### src/rtl/lcdm_pkg.sv
package lcdm_pkg;

  typedef enum logic [1:0] {
    CMD_IGNORE  = 2'd0,
    CMD_SETADDR = 2'd1,
    CMD_CLEAR   = 2'd2,
    CMD_HOME    = 2'd3
  } lcdm_cmd_e;

  // Classify a command byte; bit 7 selects set-address, then exact codes.
  function automatic lcdm_cmd_e classify_cmd(input logic [7:0] v);
    if (v[7])          return CMD_SETADDR;
    else if (v == 8'h01) return CMD_CLEAR;
    else if (v == 8'h02) return CMD_HOME;
    else               return CMD_IGNORE;
  endfunction

  // Store offset of the first column of a visible line:
  // line bit 0 adds 0x40, line bit 1 adds 0x10.
  function automatic logic [6:0] line_origin(input logic [1:0] line);
    logic [6:0] base;
    base = 7'h00;
    if (line[0]) base = base + 7'h40;
    if (line[1]) base = base + 7'h10;
    return base;
  endfunction

endpackage

### src/rtl/lcdm_bus_ctrl.sv
module lcdm_bus_ctrl #(
  parameter int ADDR_W = 16,
  parameter int DATA_W = 8,
  parameter int RAM_AW = 7,
  parameter logic [ADDR_W-1:0] CMD_ADDR = 16'hF200
) (
  input  logic              clk,
  input  logic              rst,
  input  logic [ADDR_W-1:0] bus_addr,
  input  logic              bus_wr,
  input  logic              bus_rd,
  input  logic [DATA_W-1:0] bus_wdata,
  output logic [DATA_W-1:0] bus_rdata,
  output logic              ram_we,
  output logic [RAM_AW-1:0] ram_waddr,
  output logic [DATA_W-1:0] ram_wdata,
  output logic              ram_clear
);
  import lcdm_pkg::*;

  localparam logic [ADDR_W-1:0] DAT_ADDR = CMD_ADDR + ADDR_W'(1);

  logic              cmd_sel, dat_sel, cmd_wr, dat_wr;
  lcdm_cmd_e         kind;
  logic [RAM_AW-1:0] cursor;
  logic [DATA_W-1:0] data_latch;

  assign cmd_sel = (bus_addr == CMD_ADDR);
  assign dat_sel = (bus_addr == DAT_ADDR);
  assign cmd_wr  = bus_wr && cmd_sel;
  assign dat_wr  = bus_wr && dat_sel;
  assign kind    = classify_cmd(bus_wdata[7:0]);

  always_ff @(posedge clk) begin
    if (rst) begin
      cursor     <= '0;
      data_latch <= '0;
    end else if (dat_wr) begin
      data_latch <= bus_wdata;
      cursor     <= cursor + RAM_AW'(1);
    end else if (cmd_wr) begin
      unique case (kind)
        CMD_SETADDR: cursor <= bus_wdata[RAM_AW-1:0];
        CMD_CLEAR:   cursor <= '0;
        CMD_HOME:    cursor <= '0;
        default:     cursor <= cursor;
      endcase
    end
  end

  assign ram_we    = dat_wr;
  assign ram_waddr = cursor;
  assign ram_wdata = bus_wdata;
  assign ram_clear = cmd_wr && (kind == CMD_CLEAR);

  always_comb begin
    bus_rdata = '0;
    if (bus_rd && cmd_sel)      bus_rdata = DATA_W'(cursor);
    else if (bus_rd && dat_sel) bus_rdata = data_latch;
  end

  AST_CURSOR_ADVANCE: assert property (@(posedge clk) disable iff (rst)
    dat_wr |=> cursor == $past(cursor) + RAM_AW'(1));
  AST_LATCH_CAPTURE: assert property (@(posedge clk) disable iff (rst)
    dat_wr |=> data_latch == $past(bus_wdata));
  AST_SETADDR_LOAD: assert property (@(posedge clk) disable iff (rst)
    (cmd_wr && bus_wdata[7]) |=> cursor == $past(bus_wdata[RAM_AW-1:0]));
  AST_HOME_ZERO: assert property (@(posedge clk) disable iff (rst)
    (cmd_wr && (bus_wdata == DATA_W'(1) || bus_wdata == DATA_W'(2))) |=> cursor == '0);
  AST_UNKNOWN_CMD_QUIET: assert property (@(posedge clk) disable iff (rst)
    (cmd_wr && !bus_wdata[7] && bus_wdata != DATA_W'(1) && bus_wdata != DATA_W'(2))
      |=> $stable(cursor));
  AST_LATCH_CMD_STABLE: assert property (@(posedge clk) disable iff (rst)
    (!dat_wr) |=> $stable(data_latch));
  AST_STATUS_NOT_BUSY: assert property (@(posedge clk) disable iff (rst)
    (bus_rd && cmd_sel) |-> !bus_rdata[7]);

endmodule

### config.mk
export PLATFORM = sky130hd
export DESIGN_NAME = lcdm_bus_ctrl
export DESIGN_NICKNAME = d
export VERILOG_FILES = /design/src/rtl/lcdm_pkg.sv /design/src/rtl/lcdm_bus_ctrl.sv
export SDC_FILE = /design/constraint.sdc
export NUM_CORES = 1
export LEC_CHECK = 0
export BUFFER_PORTS_ARGS = -buffer_cell sky130_fd_sc_hd__buf_2
export CELL_PAD_IN_SITES_DETAIL_PLACEMENT = 0
export CELL_PAD_IN_SITES_GLOBAL_PLACEMENT = 1
export CORE_AREA = 2 2 62 64
export CTS_CLUSTER_DIAMETER = 150
export DETAILED_ROUTE_END_ITERATION = 7
export DIE_AREA = 0 0 64 66
export GPL_TIMING_DRIVEN = 0
export PLACE_DENSITY_LB_ADDON = 0.1
export REMOVE_ABC_BUFFERS = 1
export SETUP_SLACK_MARGIN = 0.05
export SYNTH_ARGS = -nofsm -noshare
export SYNTH_HDL_FRONTEND = slang
export SYNTH_SLANG_ARGS = --single-unit
### constraint.sdc
create_clock -name clk -period 2.4 [get_ports clk]
set_input_delay 0.24 -clock clk [delete_from_list [all_inputs] [get_ports clk]]
set_output_delay 0.24 -clock clk [all_outputs]
set_load 0.01 [all_outputs]
Word level (Yosys, flattened, before mapping) --
Index checks and enable logic that the tools add are counted.
Storage, ports and cells: bits of input ports 28, word-level logic and storage cells 27, register bits after elaboration 15, output and inout port bits 25
Operators by class: equal/unequal tests 7, mux-type cells 8, $add $sub $neg 1, reduce and logical (&&, ||, !) cells 9
Operators by type and width (count):
- $eq 16x16->1 const B | 2
- $mux 8 | 2
- $mux 7 | 2
- $pmux 7 s2 | 1
- $eq 8x1->1 const B | 1
- $eq 8x2->1 const B | 1
- $add 7x1->7 const B | 1
- $mux 2 | 3
- $logic_and 1x1->1 | 5
- $eq 2x2->1 const B | 2
- $reduce_bool 3->1 | 1
- $eq 2x1->1 const B | 1
- $reduce_and 2->1 | 1
- $reduce_bool 2->1 | 1
- $reduce_or 2->1 | 1

Logic depth before layout (Yosys ltp) --
Gate-level depths: netlist of run 1.
depth after elaboration 9, gate-level depth with buffers 6, gate-level depth less buffers 6

Worst setup path before layout of run 1 --
Ideal clock, no wire load.
path kind input to output, from input bus_addr[3], to output ram_clear, required time 2.160 ns, path buffers 1, stages on the path 4, setup slack 0.376 ns, data arrival time 1.784 ns, cell sequence or4_1 > or4_4 > buf_6 > nor3_1
Between the ends: longest elaborated chain between the ends 3
RTL lines:
- start, declared | line lcdm_bus_ctrl.sv:9 | input logic [ADDR_W-1:0] bus_addr,
- $eq 16x16->1 | line lcdm_bus_ctrl.sv:28 | assign cmd_sel = (bus_addr == CMD_ADDR);
- $logic_and 1x1->1 | line lcdm_bus_ctrl.sv:30 | assign cmd_wr = bus_wr && cmd_sel;
- $logic_and 1x1->1 | line lcdm_bus_ctrl.sv:54 | assign ram_clear = cmd_wr && (kind == CMD_CLEAR);
- end, declared | line lcdm_bus_ctrl.sv:17 | output logic ram_clear
Every way passes these cells.

Worst setup path after layout of run 1 --
from input bus_addr[3], to output bus_rdata[3]
Between the ends: longest elaborated chain between the ends 4, elaborated cells on any way between the ends 6, those cells by class 2 x eq/ne; 2 x mux; 2 x reduce/logical
RTL lines:
- $eq 16x16->1 | line lcdm_bus_ctrl.sv:29 | assign dat_sel = (bus_addr == DAT_ADDR);
- $logic_and 1x1->1 | line lcdm_bus_ctrl.sv:59 | else if (bus_rd && dat_sel) bus_rdata = data_latch;
- $mux 8 | line lcdm_bus_ctrl.sv:59
- $mux 8 (*) | line lcdm_bus_ctrl.sv:58 | if (bus_rd && cmd_sel) bus_rdata = DATA_W'(cursor);
- end, declared | line lcdm_bus_ctrl.sv:13 | output logic [DATA_W-1:0] bus_rdata,
Every way passes the cells marked *; elsewhere a longest branch is shown, timed or not.

==> results of run 1 <==
==> metal layers <==
metal	vias to the layer above	track usage
met5	-	0
met2	38	0.276
li1	588	-
met1	567	0.208
met3	4	0.0341
met4	0	0.0571
==> cell usage after synthesis, drive strengths merged, types with 2 or more instances <==
cell type  count  area [um2]
nor4           4        40.0
and2           2        12.5
dfxtp         15         300
buf           12        83.8
clkbuf         3        11.3
nor3           6        40.0
or2            2        12.5
a21oi         15        75.1
mux2i          6        60.1
a31oi          3        18.8
a211oi         2        15.0
nand3          6        30.0
nor2          17        63.8
nand2         24        90.1
and3           2        12.5
nand4          5        31.3
or4            4        37.5
nand4bb        2        22.5
==> registers in the layout, indices dropped and copies added, names as in the netlist <==
name        cells
data_latch      8
ram_waddr       7
==> stage by stage <==
step | util | cell area [um2] | total power [W] | instances
3_3_place_gp | 0.360 | 1280 | 0.000328 | 227
4_1_cts | 0.369 | 1310 | 0.000484 | 231
3_5_place_dp | 0.360 | 1280 | 0.000328 | 227
5_1_grt | 0.369 | 1310 | 0.000509 | 231
2_1_floorplan | - | 960 | 0.000272 | 127
6_report | 0.369 | 1310 | 0.000475 | 231
==> worst max-delay path by stage <==
stage | start | to | cells past startpoint
final | bus_addr[3] | bus_rdata[3] | 5
after global routing | bus_addr[7] | ram_we | 5
after detailed placement | bus_addr[7] | ram_we | 5
after global placement | bus_addr[7] | ram_we | 5
after floorplan | bus_addr[3] | ram_waddr[4] | 4
after CTS | bus_addr[7] | ram_we | 5
==> where the power goes <==
| group | leakage (nW) | internal, W | switching (W) |
|---|---|---|---|
| registers | 0.121 | 0.000249 | 0.00000000426 |
| clock network | 0.0177 | 0.0000619 | 0.0000909 |
| logic | 0.396 | 0.0000309 | 0.0000423 |
==> kinds of logic (layout without fill, tap and decap cells) <==
logic type,count (synthesis),after routing,share of synthesized area
adder cells (fa/ha/maj),1,1,0.0119
XOR/XNOR,1,1,0.00831
buffers and inverters,15,56,0.0902
AO/OA/AOI/OAI,26,26,0.151
flip-flops,15,15,0.285
AND/OR/NAND/NOR,78,78,0.397
multiplexers,6,6,0.0569
==> worst max-delay path, stage by stage <==
cell and delay [ns]:
buf_2 0.10, or4_1 0.60, or4_1 0.72, nor2_1 0.20, buf_2 0.15
==> final cells by class <==
cell class,instances,area [um2],share of cell area
multi-input cells,112,661,0.505
flip-flops and latches,15,300,0.229
clock buffers,3,22.5,0.0172
repair buffers,52,260,0.199
clock inverters,1,5.00,0.00382
well taps,48,60.1,0.0459
==> repair_timing <==
action / in CTS / in global routing
endpoints found under the setup margin: 1 / 0
endpoints found under the hold margin: 0 / 0
gates resized for setup: 1 / 0
==> run summary, run 1 <==
The number of warnings printed during yosys synthesis is 0. The power density normalized to cell area came out at 363 nW/um2. The total routing resource utilization after global routing is 0.164. After routing, the total negative slack on setup checks comes to 0 ns. For this block, the initial DRC count from the detailed router was 105. The detailed-route via count came out at 1197. OpenSTA, run right after detailed placement, puts the worst setup slack at 0.0323 ns. STA puts the critical path data arrival time at 2.02 ns. The total overflow left after global routing is 0.

In the final routing, the length of wire on met1 measures 1.51 mm. Summing every instance area after synthesis gives 1050 um2. The fraction of final layout cells sized beyond drive strength 1 came out at 0.355. The worst register-to-register path begins at ram_waddr[0]. The via-per-instance ratio came out at 5.18. The shortest period the worst path allows is 2.26 ns. STA classifies the critical path startpoint as an input port. The endpoint identified for the worst register-to-register timing path is ram_waddr[6]. The floorplan die height came out at 66 um. The headroom to the max-slew limit came out at 0.643. The wire length of the first global-routing pass came out at 5.40 mm. Dividing the final minimum period by the clock period gives 0.940. The largest net degree at the start of global routing is 22. At the later pin of the worst-skew pair, clock insertion delay measures 0.29 ns. The die is 64 um wide. The number of cells on the worst reg-to-reg path came out at 6. The cell depth of the worst min-delay path came out at 3. The hold-fix buffer count after cts is 0. STA puts the critical path data required time at 2.16 ns. The maximum level of the CTS H-tree came out at 1.

The worst hold path begins at bus_wdata[4]. The final layout contains 213 nets. The detailed-placement wirelength estimate came out at 2.30 mm. The die covers 4220 um2. The clock skew after layout came out at 0.00802 ns. The remaining antenna violation count came out at 0. The number of antenna violations at the first check in global routing is 0. STA classifies the critical path endpoint as an output pin. The worst setup path is of the input port to output pin kind. The share of synthesized flip-flops with an asynchronous set or reset came out at 0. In the final routed layout, each cell accounts on average for 13.8 um. The maximum ir drop on the vdd rail came out at 222 uV. Of all nets on the critical path, the largest fanout is 8. The number of enable-type register cells in the synthesized netlist is 0. Relative to the synthesized area, the layout overhead comes to 24.1%. TritonCTS built the clock tree. The clock sink count came out at 15.

The number of setup violations in the final report is 0. The final layout contains routed wiring with a total length of 3.19 mm. The worst-case clock buffer depth is 2. The path class of the tightest hold or removal check is input port to flop. The region available for standard cell placement spans 3550 um2. The detailed route wirelength on metal2 is 1.48 mm. In this run the register-to-register setup slack is 0.85 ns. The post-route worst hold slack is 0.221 ns. The library cell used most frequently in the layout, excluding fill and tap cells, is buf_2. The register area share after synthesis is 0.285. The cell row count came out at 22. 53 I/O pins were placed. The number of pins with negative max-slew slack in the final report is 0. The routability congestion estimate is 0.757. Setup repair after global routing left no endpoint under its margin.

The tree is rooted in a clkbuf_4. The buffer count from post-CTS setup fixing is 0. The upper clock frequency limit came out at 443 MHz. The setup slack of the critical path after layout is 0.144 ns.

The highest metal layer carrying signal wires in the routed design is met4. The most frequently used flop master after synthesis is dfxtp_1. In this run the static leakage power is 0.535 nW. For the pin with the worst max-slew slack, the measured transition is 0.532 ns. The number of endpoints with negative hold slack in the final report is 0.

The endpoint of the worst hold path is data_latch[4]. The starting density of the core came out at 0.297. The count of cell types in the netlist is 36. The number of max-capacitance violations reported came out at 0.

Leaving out fill and tap cells, the most frequent cells in the layout are buf_2, nand2_1, nor2_1. The flow ran to the end, and the final reports show no timing, DRC or antenna violations. The first-pass iteration count of the detailed router came out at 5.

The number of global-route vias before repair is 1148. The DRC violation count after routing is 0. 0 antenna diodes ended up in the layout. The met3 wire length is 159 um.

The count of port buffers added during placement came out at 52. The number of buffers created by CTS is 3. The clock slew seen by the registers of the worst setup and hold paths is 0.10 ns. The per-instance average area after synthesis is 7.43 um2. The cell count after synthesis came out at 142. After filler insertion, the fill cell instance count of the layout stands at 400. In this run, synthesis produced a sequential element count of 15.
Note: power is estimated with default switching activity, not from simulation.
==> run 2: changes to the inputs <==
--- a/config.mk
+++ b/config.mk
@@ -5,13 +5,14 @@
 export SDC_FILE = /design/constraint.sdc
 export NUM_CORES = 1
 export LEC_CHECK = 0
+export ABC_AREA = 1
 export BUFFER_PORTS_ARGS = -buffer_cell sky130_fd_sc_hd__buf_2
 export CELL_PAD_IN_SITES_DETAIL_PLACEMENT = 0
 export CELL_PAD_IN_SITES_GLOBAL_PLACEMENT = 1
-export CORE_AREA = 2 2 62 64
+export CORE_AREA = 2 2 65 67
 export CTS_CLUSTER_DIAMETER = 150
 export DETAILED_ROUTE_END_ITERATION = 7
-export DIE_AREA = 0 0 64 66
+export DIE_AREA = 0 0 67 69
 export GPL_TIMING_DRIVEN = 0
 export PLACE_DENSITY_LB_ADDON = 0.1
 export REMOVE_ABC_BUFFERS = 1
==> run summary, run 2 <==
The synthesized netlist occupies a cell area of 1140 um2. The remaining antenna violation count came out at 0. The clock slew seen by the registers of the worst setup and hold paths came out at 0.06 ns. During synthesis, Yosys emitted a total of 0 warnings. The class of the most critical setup path is input port to output pin. The area of the multi-input gates is 636 um2. The detailed-route via count came out at 1236. The total number of nets in the final design came out at 262. The wire length of the first global-routing pass is 5.33 mm. The core footprint came out at 3910 um2. CTS placed an instance of clkbuf_8 at the clock tree root. The detail-routed net length per standard cell came out at 11.0 um. The worst setup path is launched from an input port. The most common cell in the synthesized netlist is nand2_1. The internal reg-to-reg setup slack came out at 0.94 ns. The share of synthesized flip-flops with an asynchronous set or reset came out at 0. The number of pins with negative max-slew slack in the final report is 0. Ranked by flip-flop count, first place goes to data_latch. The top cell types in the final layout, fill and taps aside, are buf_2, nand2_1, inv_1. The floorplan die area is 4620 um2. Of the total power, combinational logic draws 0.135.

Ranked by total cell area, the synthesized netlist is headed by dfxtp_1, nand2_1, inv_1. The buffer count from post-CTS setup fixing came out at 0. The startpoint of the worst setup timing path is bus_addr[7]. The detailed-placement wirelength estimate is 2.51 mm. The worst-case clock buffer depth came out at 2. The required time at the worst-slack endpoint came out at 2.16 ns. The flip-flop count of the largest register, all copies and words added came out at 8. The maximum level of the CTS H-tree came out at 1. Power spread over the standard cell area amounts to 371 nW/um2. The leakage power total is 0.731 nW. Summing all flip-flop and latch instances after layout gives 300 um2.

The design internal power came out at 0.000397 W. The per-instance average area after synthesis is 6.09 um2. The portion of the clock cycle consumed by the worst path in the final layout is 0.731. TritonCTS built the clock tree.

The final design instance area without fill came out at 1430 um2. The placement-stage worst setup slack came out at 0.588 ns. The first-pass iteration count of the detailed router came out at 4. At the end of routability-driven placement, the weighted congestion stood at 0.730. The via-per-instance ratio is 4.38. The filler cell count is 462. In this run the critical register-to-register path is launched from ram_waddr[0]. The biggest area contributor in the post-synthesis netlist is dfxtp_1. In this run the worst hold path is classified as input port to flop. The floorplan step set the die width to 67 um. The number of buffers created by CTS is 3. The cell count after synthesis came out at 188. The hold-fix buffer count after cts came out at 0.

Following the worst setup path forward leads to its endpoint at bus_rdata[4]. Wires add up to 3.10 mm. Across the run, the number of max-cap violations was 0. The setup slack of the critical path after layout is 0.646 ns. The number of setup violations in the final report came out at 0. The largest stage delay on the critical path came out at 0.25 ns. The worst path in the final design needs a cycle of 1.75 ns, including I/O delays and setup. The flow ran to the end, and the final reports show no timing, DRC or antenna violations. The floorplan die height is 69 um. The growth of design area from synthesis to finish is 24.7%. The post-cts resize count came out at 0. After synthesis, the most frequently instantiated cells are nand2_1, inv_1, nor2_1, dfxtp_1, a21oi_1. The library cell used most frequently in the layout, excluding fill and tap cells, is buf_2. Clock latency on the worst-skew pair, taken at its later pin, is 0.25 ns. In this run the tightest slew margin relative to its limit is 0.627.

For the final database, setup skew stands at 0.000546 ns. For the final routed database, the setup TNS stands at 0 ns. The proportion of netlist area held by the largest area contributor is 0.262. The switching part of the total came out at 0.250. The number of endpoints with negative hold slack in the final report came out at 0. The number of antenna violations at the first check in global routing came out at 0. Counting flops with a built-in enable in the synthesized netlist gives 0. The starting density of the core came out at 0.293. The post-synthesis register bit count came out at 15.

The endpoint identified for the worst register-to-register timing path is ram_waddr[6]. At the pin with the least slew margin, the transition time is 0.558 ns. The clock sink count is 15. The largest net degree at the start of global routing came out at 32. The number of antenna diodes in the final layout is 0. The number of cells on the worst reg-to-reg path is 10. In this run the worst path has a maximum fanout of 5.

The number of global-route vias before repair came to 1171. The register area share after synthesis is 0.262. The total routing resource utilization after global routing is 0.148. The worst setup path is captured at an output pin. The total net switching power is 0.000133 W. Traced cell by cell, the critical path runs through buf_2, nor2_1, nand2_2, nor2_1, nand2_2, nor2_1, inv_2, o22ai_1, buf_2.

The count of port buffers added during placement is 52. Among all flip-flop cells after synthesis, the most frequent one is dfxtp_1. The total grt overflow is 0.

Among all stages on the critical path, the largest delay is contributed by nor2_1. The cell area after placement is 1380 um2. The fraction of final layout cells sized beyond drive strength 1 is 0.284. The fraction of power consumed by the clock network is 0.395. Synthesis instantiated 25 different standard cells from the library.

The upper clock frequency limit is 570 MHz. Setup repair after global routing left no endpoint under its margin. The DRC violation count after routing is 0. The arrival time of the worst setup path is 1.51 ns. The portion of total power attributed to sequential cells is 0.470. The cell row count came out at 23. The detailed router finished its first iteration with 42 violations.

The most prevalent standard cell on the critical path is nor2_1. The I/O pin count came out at 53. The worst-case IR drop observed on VDD is 283 uV.
run 2: cell count changes after synthesis, sizes merged, moves of 4 or more:
cell	before	now
inv	0	33
mux2i	6	0
nand2	24	40
nand3	6	11
nor2	17	35
nor3	6	1
o21ai	1	13
o22ai	1	5
or4	4	0
run 2: critical path: cells and delay by family:
| kind | cells | cell delay, ns |
|---|---|---|
| simple gates | 5 | 0.75 |
| compound gates | 1 | 0.16 |
| buf+inv | 3 | 0.35 |
run 2: layer usage:
metal | GRT usage | share of wire | vias to the layer above | wire (um)
met2 | 0.218 | 0.44 | 32 | 1360
met3 | 0.0457 | 0.055 | 5 | 172
met1 | 0.216 | 0.50 | 528 | 1550
met4 | 0.0204 | 0.0071 | 0 | 22
met5 | 0 | 0 | - | 0
li1 | - | - | 671 | -
run 2: worst min path at each step:
stage                             start             to  slack (ns)  cells after the start
after floorplan                     rst   ram_waddr[0]        0.30                      1
after global placement    data_latch[2]  data_latch[2]        0.45                      2
after detailed placement  data_latch[2]  data_latch[2]        0.44                      2
after CTS                           rst   ram_waddr[0]        0.20                      2
after global routing                rst   ram_waddr[0]        0.22                      2
final                               rst   ram_waddr[0]        0.21                      2
run 2: area by class of cell:
| cell class | count | share of cell area |
|---|---|---|
| multi-input cells | 128 | 0.445 |
| clock buffers | 4 | 0.0316 |
| repair buffers | 52 | 0.182 |
| well taps | 50 | 0.0438 |
| inverters | 33 | 0.0868 |
| flip-flops and latches | 15 | 0.210 |
run 2: kinds of logic (layout without fill, tap and decap cells):
group | after synthesis | count (layout) | share of synthesized area
buffers and inverters | 45 | 89 | 0.183
adder cells (fa/ha/maj) | 1 | 1 | 0.0109
AO/OA/AOI/OAI | 33 | 33 | 0.153
AND/OR/NAND/NOR | 91 | 91 | 0.368
XOR/XNOR | 3 | 3 | 0.0230
flip-flops | 15 | 15 | 0.262
run 2: power groups by stage:
stage | combinational, W | sequential [W] | clock, W
floorplan | 0.0000271 | 0.000254 | 0
detailed placement | 0.0000721 | 0.000254 | 0
finish | 0.0000717 | 0.000249 | 0.000209
global placement | 0.0000725 | 0.000254 | 0
CTS | 0.0000726 | 0.000249 | 0.000223
global route | 0.0000821 | 0.000249 | 0.000230
run 2: metrics by stage:
stage | hold slack, ns | util | std cells | total power [W]
2_1_floorplan | 0.302 | - | 176 | 0.000282
3_3_place_gp | 0.445 | 0.353 | 278 | 0.000327
3_5_place_dp | 0.442 | 0.353 | 278 | 0.000327
4_1_cts | 0.205 | 0.365 | 282 | 0.000545
5_1_grt | 0.222 | 0.365 | 282 | 0.000561
6_report | 0.210 | 0.365 | 282 | 0.000530
==> run 3: changes to the inputs <==
--- a/config.mk
+++ b/config.mk
@@ -9,10 +9,10 @@
 export BUFFER_PORTS_ARGS = -buffer_cell sky130_fd_sc_hd__buf_2
 export CELL_PAD_IN_SITES_DETAIL_PLACEMENT = 0
 export CELL_PAD_IN_SITES_GLOBAL_PLACEMENT = 1
-export CORE_AREA = 2 2 65 67
+export CORE_AREA = 2 2 69 71
 export CTS_CLUSTER_DIAMETER = 150
 export DETAILED_ROUTE_END_ITERATION = 7
-export DIE_AREA = 0 0 67 69
+export DIE_AREA = 0 0 71 73
 export GPL_TIMING_DRIVEN = 0
 export PLACE_DENSITY_LB_ADDON = 0.1
 export REMOVE_ABC_BUFFERS = 1
==> constraint.sdc (replaced) <==
create_clock -name clk -period 1.5 [get_ports clk]
set_input_delay 0.15 -clock clk [delete_from_list [all_inputs] [get_ports clk]]
set_output_delay 0.15 -clock clk [all_outputs]
set_load 0.01 [all_outputs]
==> run summary, run 3 (same netlist as run 2, synthesis figures left out) <==
The number of buffers created by CTS is 3. The number of endpoints with negative hold slack in the final report was 0. Buffers inserted to repair hold after CTS numbered 0. The tree is rooted in a clkbuf_8. In this run the tightest slew margin relative to its limit is 0.746.

STA classifies the critical path endpoint as an output pin. The I/O pin count came out at 53. The chip width came out at 71 um. The maximum level of the CTS H-tree came out at 1. The number of pins with negative max-slew slack in the final report came to 0. The detail-routed net length per standard cell came out at 12.5 um. The upper clock frequency limit came out at 737 MHz. Power spread over the standard cell area amounts to 535 nW/um2.

The initial detailed-routing violation count is 40. The total grt overflow is 0. The path class of the tightest hold or removal check is input port to flop.

The cell row count is 25. The via-per-instance ratio came out at 4.58. The register containing the most flip-flops in the final layout is data_latch. In the routed design, unresolved DRC markers number 0.

The detailed-route wire length came out at 3.70 mm. Setup repair after global routing could not meet its margin everywhere. The portion of the clock cycle consumed by the worst path in the final layout came out at 0.905. The arrival time of the worst setup path came out at 1.21 ns. The floorplan die area is 5180 um2. After filler insertion, the fill cell instance count of the layout stands at 519.

The critical path is of the input port to output pin type. The clock drives 15 sinks. On the final layout, the worst clock skew is 0.00632 ns. Summed over all cells, the static leakage comes to 0.799 nW. The detailed-route via count came out at 1355. The fraction of final layout cells sized beyond drive strength 1 came out at 0.397. The overall power after layout is 0.000868 W. The routability congestion estimate came out at 0.732.

The starting density of the core came out at 0.252. After legalization and detailed placement, the total HPWL measured 2.64 mm. The maximum ir drop on the vdd rail is 264 uV. The largest net degree at the start of global routing came out at 32. The slew at the pin with the worst max-slew slack came out at 0.380 ns. The register with the most flip-flops in the layout has 8 of them. The growth of design area from synthesis to finish is 41.9%.

The biggest fanout along the worst timing path came out at 5. The placement-stage worst setup slack is -0.273 ns. The setup slack of the critical path after layout is 0.143 ns.

The first-pass iteration count of the detailed router is 4. The required time at the worst-slack endpoint came out at 1.35 ns. The number of antenna violations at the first check in global routing was 0. The tightest hold path in the finished design has a slack of 0.108 ns. The clock slew seen by the registers of the worst setup and hold paths is 0.06 ns.

In this run the remaining antenna-violating nets after routing total 0. The number of global-route vias before repair came out at 1203. Port buffering added 52 buffers. The worst-case clock buffer depth came out at 2.

The clock tree from TritonCTS is yes. The cell area after placement is 1390 um2. The library cells used most frequently in the layout, excluding fill and tap cells, are buf_2, nand2_1, inv_1. The run finished with clean final reports.

The wire length of the first global-routing pass is 5.47 mm. The repair_antennas step left the layout with diodes totalling 0. The number of max-capacitance violations reported is 0. The startpoint type of the worst setup path is an input port.

After routing the design area is 1620 um2. The clock insertion delay at the later pin of the skew report came out at 0.25 ns. Leaving out fill and tap cells, the most frequent cell in the layout is buf_2.

The number of setup violations in the final report came out at 0. For this run, the total global-route usage over all layers was measured as 0.136. The core footprint came out at 4540 um2. After the last flow step, the layout net total stands at 272. Counting I/O delays and the setup requirement, the final critical path takes 1.36 ns. The floorplan die height came out at 73 um.
-- run 3: timing repair --
item	4_1_cts	5_1_grt
pin swaps	4	11
resized for setup	9	21
endpoints found under the setup margin	16	10
endpoints found under the hold margin	0	0
cloned	0	1
buffers inserted	2	7
-- run 3: worst max-delay path, stage by stage --
cell and delay (ns):
buf_2 0.09, nor2_1 0.11, nand2_2 0.11, nor2_4 0.17, buf_4 0.14, nand3_4 0.10
o22ai_1 0.17, buf_2 0.15
-- run 3: layout make-up --
class / instances / area, um2 / share of cell area
multi-input combinational: 129 / 751 / 0.462
tap: 54 / 67.6 / 0.0416
timing repair buffer: 61 / 328 / 0.202
sequential: 15 / 305 / 0.188
clock inverter: 1 / 5.00 / 0.00308
clock buffer: 3 / 41.3 / 0.0254
inverter: 33 / 126 / 0.0778
-- run 3: path summary, 6_finish.rpt --
kind,startpoint,end,slack (ns),cells after the start
worst max register to register,ram_waddr[1],ram_waddr[6],0.18,10
worst min-delay path,rst,ram_waddr[0],0.11,2
worst max-delay path,bus_addr[7],bus_rdata[0],0.14,8
worst min register to register,data_latch[0],data_latch[0],0.46,2
-- run 3: per-stage QoR --
step                      setup TNS [ns]   util  std cells
after floorplan                        0      -        176
after global placement             -3.87  0.306        282
after global routing                   0  0.358        296
after CTS                              0  0.326        288
final                                  0  0.358        296
after detailed placement           -3.59  0.306        282
-- run 3: per-layer routing --
layer	GRT usage	wire (um)
met1	0.170	1750
met2	0.232	1700
met3	0.0373	216
met4	0.0356	30
met5	0	0
-- run 3: report_power, final --
group          switching (W)  internal, W
Clock               0.000163     0.000184
Sequential     0.00000000735     0.000396
Combinational      0.0000742    0.0000511
